File: config.mk
export PLATFORM = sky130hd
export DESIGN_NAME = rtc_bcd_calendar
export DESIGN_NICKNAME = d
export VERILOG_FILES = /design/src/rtl/rtc_cal_pkg.sv /design/src/rtl/rtc_bcd_pair.sv /design/src/rtl/rtc_dow_counter.sv /design/src/rtl/rtc_osc_monitor.sv /design/src/rtl/rtc_bcd_calendar.sv
export SDC_FILE = /design/constraint.sdc
export NUM_CORES = 1
export LEC_CHECK = 0
export ABC_AREA = 1
export BUFFER_PORTS_ARGS = -buffer_cell sky130_fd_sc_hd__buf_2
export CAP_MARGIN = 40
export CORE_AREA = 2 2 73 92
export DETAILED_ROUTE_END_ITERATION = 7
export DIE_AREA = 0 0 75 94
export PLACE_DENSITY_LB_ADDON = 0.3
export SLEW_MARGIN = 20
export SYNTH_ARGS = -nofsm -noshare
export SYNTH_HDL_FRONTEND = slang
export SYNTH_SLANG_ARGS = --single-unit
File: constraint.sdc
create_clock -name clk -period 2.3 [get_ports clk]
set_input_delay 0 -clock clk [delete_from_list [all_inputs] [get_ports clk]]
set_output_delay 0 -clock clk [all_outputs]
set_load 0.01 [all_outputs]
File: src/rtl/rtc_cal_pkg.sv
package rtc_cal_pkg;

   typedef enum logic [2:0] {
      A_SEC   = 3'd0,
      A_MIN   = 3'd1,
      A_HOUR  = 3'd2,
      A_DOW   = 3'd3,
      A_DATE  = 3'd4,
      A_MONTH = 3'd5,
      A_YEAR  = 3'd6
   } cal_addr_e;

   localparam logic [2:0] LAST_ADDR = 3'd6;

   // BCD year divisible by four: even tens with units 0/4/8, odd tens with 2/6
   function automatic logic bcd_leap(input logic [7:0] yr);
      logic [3:0] u;
      u = yr[3:0];
      if (!yr[4]) return (u == 4'd0) || (u == 4'd4) || (u == 4'd8);
      else        return (u == 4'd2) || (u == 4'd6);
   endfunction

   function automatic logic [5:0] month_end(input logic [4:0] mon, input logic [7:0] yr);
      case (mon)
         5'h02:                      return bcd_leap(yr) ? 6'h29 : 6'h28;
         5'h04, 5'h06, 5'h09, 5'h11: return 6'h30;
         default:                    return 6'h31;
      endcase
   endfunction

endpackage

File: src/rtl/rtc_bcd_pair.sv
module rtc_bcd_pair #(
   parameter int          TENS_W  = 3,
   parameter logic [7:0]  RST_VAL = 8'h00
) (
   input  logic                clk,
   input  logic                rst_n,
   input  logic                ld,
   input  logic [TENS_W+3:0]   ld_val,
   input  logic                inc,
   input  logic [TENS_W+3:0]   max_val,
   input  logic [TENS_W+3:0]   min_val,
   output logic [TENS_W+3:0]   q,
   output logic                carry
);
   localparam int W = TENS_W + 4;

   if (TENS_W < 1 || TENS_W > 4) begin : g_bad_width
      $error("rtc_bcd_pair: TENS_W must be 1..4");
   end

   logic [TENS_W-1:0] tens;
   logic [3:0]        units;
   logic [W-1:0]      nxt;

   assign tens  = q[W-1:4];
   assign units = q[3:0];
   assign carry = inc && !ld && (q == max_val);

   always_comb begin
      if (q == max_val)       nxt = min_val;
      else if (units == 4'd9) nxt = {tens + TENS_W'(1), 4'd0};
      else                    nxt = {tens, units + 4'd1};
   end

   always_ff @(posedge clk or negedge rst_n) begin
      if (!rst_n)     q <= RST_VAL[W-1:0];
      else if (ld)    q <= ld_val;
      else if (inc)   q <= nxt;
   end


   wrap_to_min_chk: assert property (@(posedge clk) disable iff (!rst_n)
      (inc && !ld && q == max_val) |=> (q == $past(min_val)));


   units_wrap_chk: assert property (@(posedge clk) disable iff (!rst_n)
      (inc && !ld && q[3:0] == 4'hF) |=> (q[3:0] == 4'h0 && q[W-1:4] == $past(q[W-1:4])));


   idle_hold_chk: assert property (@(posedge clk) disable iff (!rst_n)
      (!inc && !ld) |=> $stable(q));

endmodule

File: src/rtl/rtc_dow_counter.sv
module rtc_dow_counter (
   input  logic       clk,
   input  logic       rst_n,
   input  logic       ld,
   input  logic [2:0] ld_val,
   input  logic       inc,
   output logic [2:0] q
);
   always_ff @(posedge clk or negedge rst_n) begin
      if (!rst_n)     q <= 3'd1;
      else if (ld)    q <= ld_val;
      else if (inc)   q <= (q == 3'd7) ? 3'd1 : q + 3'd1;
   end


   dow_nonzero_chk: assert property (@(posedge clk) disable iff (!rst_n)
      (inc && !ld) |=> (q != 3'd0));

endmodule

File: src/rtl/rtc_osc_monitor.sv
module rtc_osc_monitor #(
   parameter int MISS_LIMIT = 4
) (
   input  logic clk,
   input  logic rst_n,
   input  logic slot,
   input  logic seen,
   input  logic bkup,
   input  logic host_clr,
   output logic fail
);
   if (MISS_LIMIT < 1) begin : g_bad_limit
      $error("rtc_osc_monitor: MISS_LIMIT must be at least 1");
   end

   logic miss;
   logic run_full;

   assign miss = slot && !seen;

   if (MISS_LIMIT == 1) begin : g_no_count
      assign run_full = 1'b1;
   end else begin : g_count
      localparam int CW = $clog2(MISS_LIMIT);
      localparam logic [CW-1:0] TOP = CW'(MISS_LIMIT - 1);
      logic [CW-1:0] run;

      always_ff @(posedge clk or negedge rst_n) begin
         if (!rst_n)                 run <= '0;
         else if (bkup)              run <= '0;
         else if (slot && seen)      run <= '0;
         else if (miss && run != TOP) run <= run + CW'(1);
      end

      assign run_full = (run == TOP);
   end

   always_ff @(posedge clk or negedge rst_n) begin
      if (!rst_n)                fail <= 1'b1;
      else if (bkup)             fail <= 1'b0;
      else if (miss && run_full) fail <= 1'b1;
      else if (host_clr)         fail <= 1'b0;
   end


   bkup_clear_chk: assert property (@(posedge clk) disable iff (!rst_n)
      bkup |=> !fail);


   no_false_fail_chk: assert property (@(posedge clk) disable iff (!rst_n)
      !miss |=> !$rose(fail));

endmodule

File: src/rtl/rtc_bcd_calendar.sv
module rtc_bcd_calendar
   import rtc_cal_pkg::*;
#(
   parameter int MISS_LIMIT  = 4,
   parameter bit HAS_CENTURY = 1'b1
) (
   input  logic       clk,
   input  logic       rst_n,
   input  logic       sec_tick,
   input  logic       wr_en,
   input  logic [2:0] wr_addr,
   input  logic [7:0] wr_data,
   input  logic       osc_slot,
   input  logic       osc_seen,
   input  logic       bkup_sw,
   output logic [7:0] sec_reg,
   output logic [7:0] min_reg,
   output logic [7:0] hour_reg,
   output logic [7:0] dow_reg,
   output logic [7:0] date_reg,
   output logic [7:0] month_reg,
   output logic [7:0] year_reg,
   output logic       phase_clr
);
   logic       wr_hit, adv, stop, fail;
   logic       ld_sec, ld_min, ld_hour, ld_dow, ld_date, ld_mon, ld_year;
   logic       c_sec, c_min, c_hour, c_date, c_mon, c_year;
   logic [6:0] sec_q, min_q;
   logic [5:0] hour_q, date_q, date_max;
   logic [4:0] mon_q;
   logic [7:0] year_q;
   logic [2:0] dow_q;
   logic       cent_en, cent;

   assign wr_hit  = wr_en && (wr_addr <= LAST_ADDR);
   assign ld_sec  = wr_en && (wr_addr == A_SEC);
   assign ld_min  = wr_en && (wr_addr == A_MIN);
   assign ld_hour = wr_en && (wr_addr == A_HOUR);
   assign ld_dow  = wr_en && (wr_addr == A_DOW);
   assign ld_date = wr_en && (wr_addr == A_DATE);
   assign ld_mon  = wr_en && (wr_addr == A_MONTH);
   assign ld_year = wr_en && (wr_addr == A_YEAR);

   // a host write owns the cycle: the coincident tick is dropped
   assign adv = sec_tick && !stop && !wr_hit;

   always_ff @(posedge clk or negedge rst_n) begin
      if (!rst_n) begin
         stop      <= 1'b0;
         phase_clr <= 1'b0;
      end else begin
         if (ld_sec) stop <= wr_data[7];
         phase_clr <= wr_hit;
      end
   end

   rtc_bcd_pair #(.TENS_W(3), .RST_VAL(8'h00)) u_sec (
      .clk(clk), .rst_n(rst_n), .ld(ld_sec), .ld_val(wr_data[6:0]), .inc(adv),
      .max_val(7'h59), .min_val(7'h00), .q(sec_q), .carry(c_sec));

   rtc_bcd_pair #(.TENS_W(3), .RST_VAL(8'h00)) u_min (
      .clk(clk), .rst_n(rst_n), .ld(ld_min), .ld_val(wr_data[6:0]), .inc(c_sec),
      .max_val(7'h59), .min_val(7'h00), .q(min_q), .carry(c_min));

   rtc_bcd_pair #(.TENS_W(2), .RST_VAL(8'h00)) u_hour (
      .clk(clk), .rst_n(rst_n), .ld(ld_hour), .ld_val(wr_data[5:0]), .inc(c_min),
      .max_val(6'h23), .min_val(6'h00), .q(hour_q), .carry(c_hour));

   rtc_dow_counter u_dow (
      .clk(clk), .rst_n(rst_n), .ld(ld_dow), .ld_val(wr_data[2:0]), .inc(c_hour),
      .q(dow_q));

   assign date_max = month_end(mon_q, year_q);

   rtc_bcd_pair #(.TENS_W(2), .RST_VAL(8'h01)) u_date (
      .clk(clk), .rst_n(rst_n), .ld(ld_date), .ld_val(wr_data[5:0]), .inc(c_hour),
      .max_val(date_max), .min_val(6'h01), .q(date_q), .carry(c_date));

   rtc_bcd_pair #(.TENS_W(1), .RST_VAL(8'h01)) u_mon (
      .clk(clk), .rst_n(rst_n), .ld(ld_mon), .ld_val(wr_data[4:0]), .inc(c_date),
      .max_val(5'h12), .min_val(5'h01), .q(mon_q), .carry(c_mon));

   rtc_bcd_pair #(.TENS_W(4), .RST_VAL(8'h00)) u_year (
      .clk(clk), .rst_n(rst_n), .ld(ld_year), .ld_val(wr_data), .inc(c_mon),
      .max_val(8'h99), .min_val(8'h00), .q(year_q), .carry(c_year));

   if (HAS_CENTURY) begin : g_century
      always_ff @(posedge clk or negedge rst_n) begin
         if (!rst_n) begin
            cent_en <= 1'b0;
            cent    <= 1'b0;
         end else if (ld_hour) begin
            cent_en <= wr_data[7];
            cent    <= wr_data[6];
         end else if (c_year && cent_en) begin
            cent    <= ~cent;
         end
      end


      cent_flip_chk: assert property (@(posedge clk) disable iff (!rst_n)
         (c_year && cent_en) |=> (cent != $past(cent)));


      cent_hold_chk: assert property (@(posedge clk) disable iff (!rst_n)
         (c_year && !cent_en) |=> $stable(cent));
   end else begin : g_no_century
      assign cent_en = 1'b0;
      assign cent    = 1'b0;
   end

   rtc_osc_monitor #(.MISS_LIMIT(MISS_LIMIT)) u_osc (
      .clk(clk), .rst_n(rst_n), .slot(osc_slot), .seen(osc_seen), .bkup(bkup_sw),
      .host_clr(ld_min && !wr_data[7]), .fail(fail));

   assign sec_reg   = {stop, sec_q};
   assign min_reg   = {fail, min_q};
   assign hour_reg  = {cent_en, cent, hour_q};
   assign dow_reg   = {5'd0, dow_q};
   assign date_reg  = {2'd0, date_q};
   assign month_reg = {3'd0, mon_q};
   assign year_reg  = year_q;


   stop_freeze_chk: assert property (@(posedge clk) disable iff (!rst_n)
      (stop && !wr_hit) |=> $stable(sec_reg));


   phase_pulse_chk: assert property (@(posedge clk) disable iff (!rst_n)
      wr_hit |=> phase_clr);


   bkup_keep_time_chk: assert property (@(posedge clk) disable iff (!rst_n)
      (bkup_sw && !wr_hit && !sec_tick) |=> ($stable(sec_reg) && $stable(hour_reg)));

endmodule

==> summary.md <==
| Metric | Value |
|---|---|
| CP Depth | `15` |
| Worst clock skew | `around 0.0087 ns` |
| WS Path Type | `flip-flop to flip-flop` |
| Synth unique cells | `41` |
| Residual DRC | `0` |
| Max-cap violations | `0` |
| Diode count | `0` |
| Sink Count | `49` |
| RSZ-0062 raised after global routing | `false` |
| GRT Total Usage | `25.4%` |
| Synth Area per Inst | `around 7.6 um^2` |
| FILL cells | `540` |
| Initial detailed-routing violation count | `157` |
| Sequential fraction of the synthesis area | `a little under two fifths` |
| Initial Util | `53.8%` |
| CP endpoint | `u_year.q[6]$_DFFE_PN0P_` |
| Core area | `6130 um^2` |
| Nets | `between 500 and 600` |
| Share of the synthesized area in the top cell type | `approximately a third` |
| Most used cell, CP | `nand2_1` |
| WL final | `8.39 mm` |
| CTS tree | `built` |
| First-pass GRT wire length | `approximately 14 mm` |
| Die area | `7050 um^2` |
| CP peak stage delay | `0.41 ns` |
| Ys async rst share | `100%` |
| Area occupied by multi-input gates | `1760 um^2` |
| Crit path capture type | `flip-flop` |
| Initial antenna violation count | `0` |
| CP required | `2.56 ns` |
| Fin util | `a little under two thirds` |
| HPWL reported at the end of detailed placement | `roughly 6.3 mm` |
| CP bufs+invs | `3` |
| Row count | `32` |
| Clock-pin slew on the worst setup and hold paths | `0.10 ns` |
| Yosys reg bits | `49` |
| Cell Area, Synth | `3290 um^2` |
| Critical Path AT | `2.34 ns` |
| Setup crit start kind | `flip-flop` |
| Ys Warns | `0` |
| Crit-path cells | `inv_1, ha_1, nand2_1, nor2_4, nand3_1, nor2_2, nand2_1, inv_2, nand3_4, nor2_4, nand2_2, nand2_4, buf_4, nand3_1, nand2_1` |
| Slew Viols, Final | `0` |
| Top FF cell, synth | `dfrtp_1` |
| Most area-hungry cell type in the Yosys netlist | `dfrtp_1` |
| # IOs | `75` |
| CP Max Fanout | `8` |
| Peak supply drop | `0.577 mV` |
| Drt wl/cell | `about 14 um` |
| H-tree depth | `2` |
| Pin count of the biggest net entering global routing | `33` |
| IO buf count | `64` |
| Hold_sp | `wr_data[5]` |
| Crit-path slowest cell | `dfrtp_1` |
| Root Buffer | `clkbuf_8` |
| Tcrit/Tclk final | `roughly nine tenths` |
| Post-synth EDFFs | `0` |
| Vias in the first global route | `slightly above 3,000` |
| Synth top area cells | `dfrtp_1, nand2_1, ha_1` |
| GPL Wtd Cong | `0.911` |
| R2r startpoint | `u_sec.q[1]$_DFFE_PN0P_` |
| Cell family contributing the most delay on the critical path | `simple AND/OR/NAND/NOR gates` |
| Share of layout cells above drive strength 1 | `21.2%` |
| Commonest cells after routing, fill and taps aside | `nand2_1, buf_2, inv_1` |
| Final setup vio count | `0` |
| Worst Setup SP | `u_sec.q[1]$_DFFE_PN0P_` |
| Min-Delay Path Class | `input port to flip-flop` |
| Final worst path period need | `2.08 ns` |
| CTS Buffer Depth | `2` |
| Die width | `75 um` |
| R2r endpoint | `u_year.q[6]$_DFFE_PN0P_` |
| Antenna viol nets, final | `0` |
| Cell count after synthesis | `432` |
| Final hold viol count | `0` |
| Worst-skew pair later-pin latency | `about 0.31 ns` |
| Cell Pwr Density | `817 nW/um^2` |
| Vias per cell | `5.24` |
| Static Leak | `between 1.5 and 2 nW` |
| Reg2Reg Depth | `15` |
| Fmax | `480 MHz` |
| Vias | `3,139` |
| DRT Pass-1 Iters | `4` |
| CTS buffer count | `5` |
| Sequential cell area | `~1200 um^2` |
| Die height | `94 um` |
| P&R area growth vs syn | `18.7%` |
| R2r setup slk | `0.22 ns` |
| TNS Setup | `0 ns` |
| Global route total overflow | `0` |
| Outcome | `finished clean` |
| Commonest non-fill, non-tap cell in the layout | `nand2_1` |
-- sequential cells by signal, indices dropped and copies added (netlist names) --
name	cells
cent	1
cent_en	1
phase_clr	1
stop	1
u_date.q	6
u_dow.q	3
u_hour.q	6
u_min.q	7
u_mon.q	5
u_osc.fail	1
u_osc.g_count.run	2
u_sec.q	7
u_year.q	8
-- layout make-up --
cell class / instances / area share, %
Sequential cell: 49 / 31.5
Tap cell: 85 / 2.72
Clock inverter: 1 / 0.768
Timing Repair Buffer: 80 / 12.0
Multi-Input combinational cell: 316 / 44.9
Clock buffer: 7 / 2.21
Inverter: 61 / 5.85
-- synthesized netlist by cell type (3+ instances only) --
cell and count:
nand2_1 94, inv_1 55, dfrtp_1 45, nor2_1 43, nand3_1 35, o21ai_0 19
ha_1 18, a21oi_1 16, buf_4 14, nor2_2 9, o221ai_1 9, o22ai_1 9
xnor2_1 6, inv_2 5, nand4_1 5, dfstp_2 4, nor3_1 4, o21ai_1 4
xor2_1 4, a22oi_1 3, nand2_2 3, nor2_4 3
-- per-stage QoR --
step	total power, W	hold slack (ns)	instance area [um^2]	std cells	worst slack, ns
final	0.00320	0.0245	3910	599	0.218
after global routing	0.00344	0.0525	3910	599	0.0175
after CTS	0.00321	0.0291	3900	598	0.118
after detailed placement	0.00254	-0.0321	3660	578	0.128
after global placement	0.00250	-0.0327	3660	578	0.205
after floorplan	0.00212	-0.296	3330	441	0.372
-- what timing repair did --
item	in CTS	in global routing
endpoints found under the setup margin	0	5
setup buffers	0	1
hold buffers	12	0
endpoints found under the hold margin	31	0
resized for setup	0	2
-- logic make-up (layout without fill, tap and decap cells) --
logic type	count (synthesis)	after routing	synth area share, %
buffers and inverters	76	149	10.5
AO/OA/AOI/OAI	71	71	13.5
AND/OR/NAND/NOR	207	207	29.1
adder cells (fa/ha/maj)	18	18	6.84
flip-flops	49	49	37.4
XOR/XNOR	10	10	2.66
other	1	10	0.114
-- layer usage --
| layer | up-vias | track usage, % | wire, um | share of wire (%) |
|---|---|---|---|---|
| li1 | 1572 | - | - | - |
| met5 | - | 0 | 0 | 0 |
| met3 | 18 | 4.18 | 396 | 4.7 |
| met1 | 1466 | 30.5 | 3440 | 41 |
| met2 | 83 | 43.8 | 4360 | 52 |
| met4 | 0 | 10.6 | 197 | 2.3 |
-- worst min path at each step --
stage                                         end  slack, ns  cells past startpoint
after floorplan                  cent$_DFFE_PN0P_      -0.30                      0
after global placement     u_mon.q[2]$_DFFE_PN0P_      -0.03                      1
after detailed placement   u_mon.q[3]$_DFFE_PN0P_      -0.03                      1
after CTS                 u_hour.q[5]$_DFFE_PN0P_       0.03                      3
after global routing          phase_clr$_DFF_PN0_       0.05                      4
final                     u_hour.q[5]$_DFFE_PN0P_       0.02                      3
-- worst min-delay path, delay by kind of cell --
family / cells / cell delay (ns)
compound gates: 2 / 0.20
buf+inv: 1 / 0.09
-- report_power, final --
| group | switching (W) | total, W | internal (W) |
|---|---|---|---|
| combinational | 0.000669 | 0.00117 | 0.000497 |
| clock | 0.000307 | 0.000662 | 0.000355 |
| sequential | 0.000279 | 0.00137 | 0.00109 |
(Power assumes the default switching activity.)
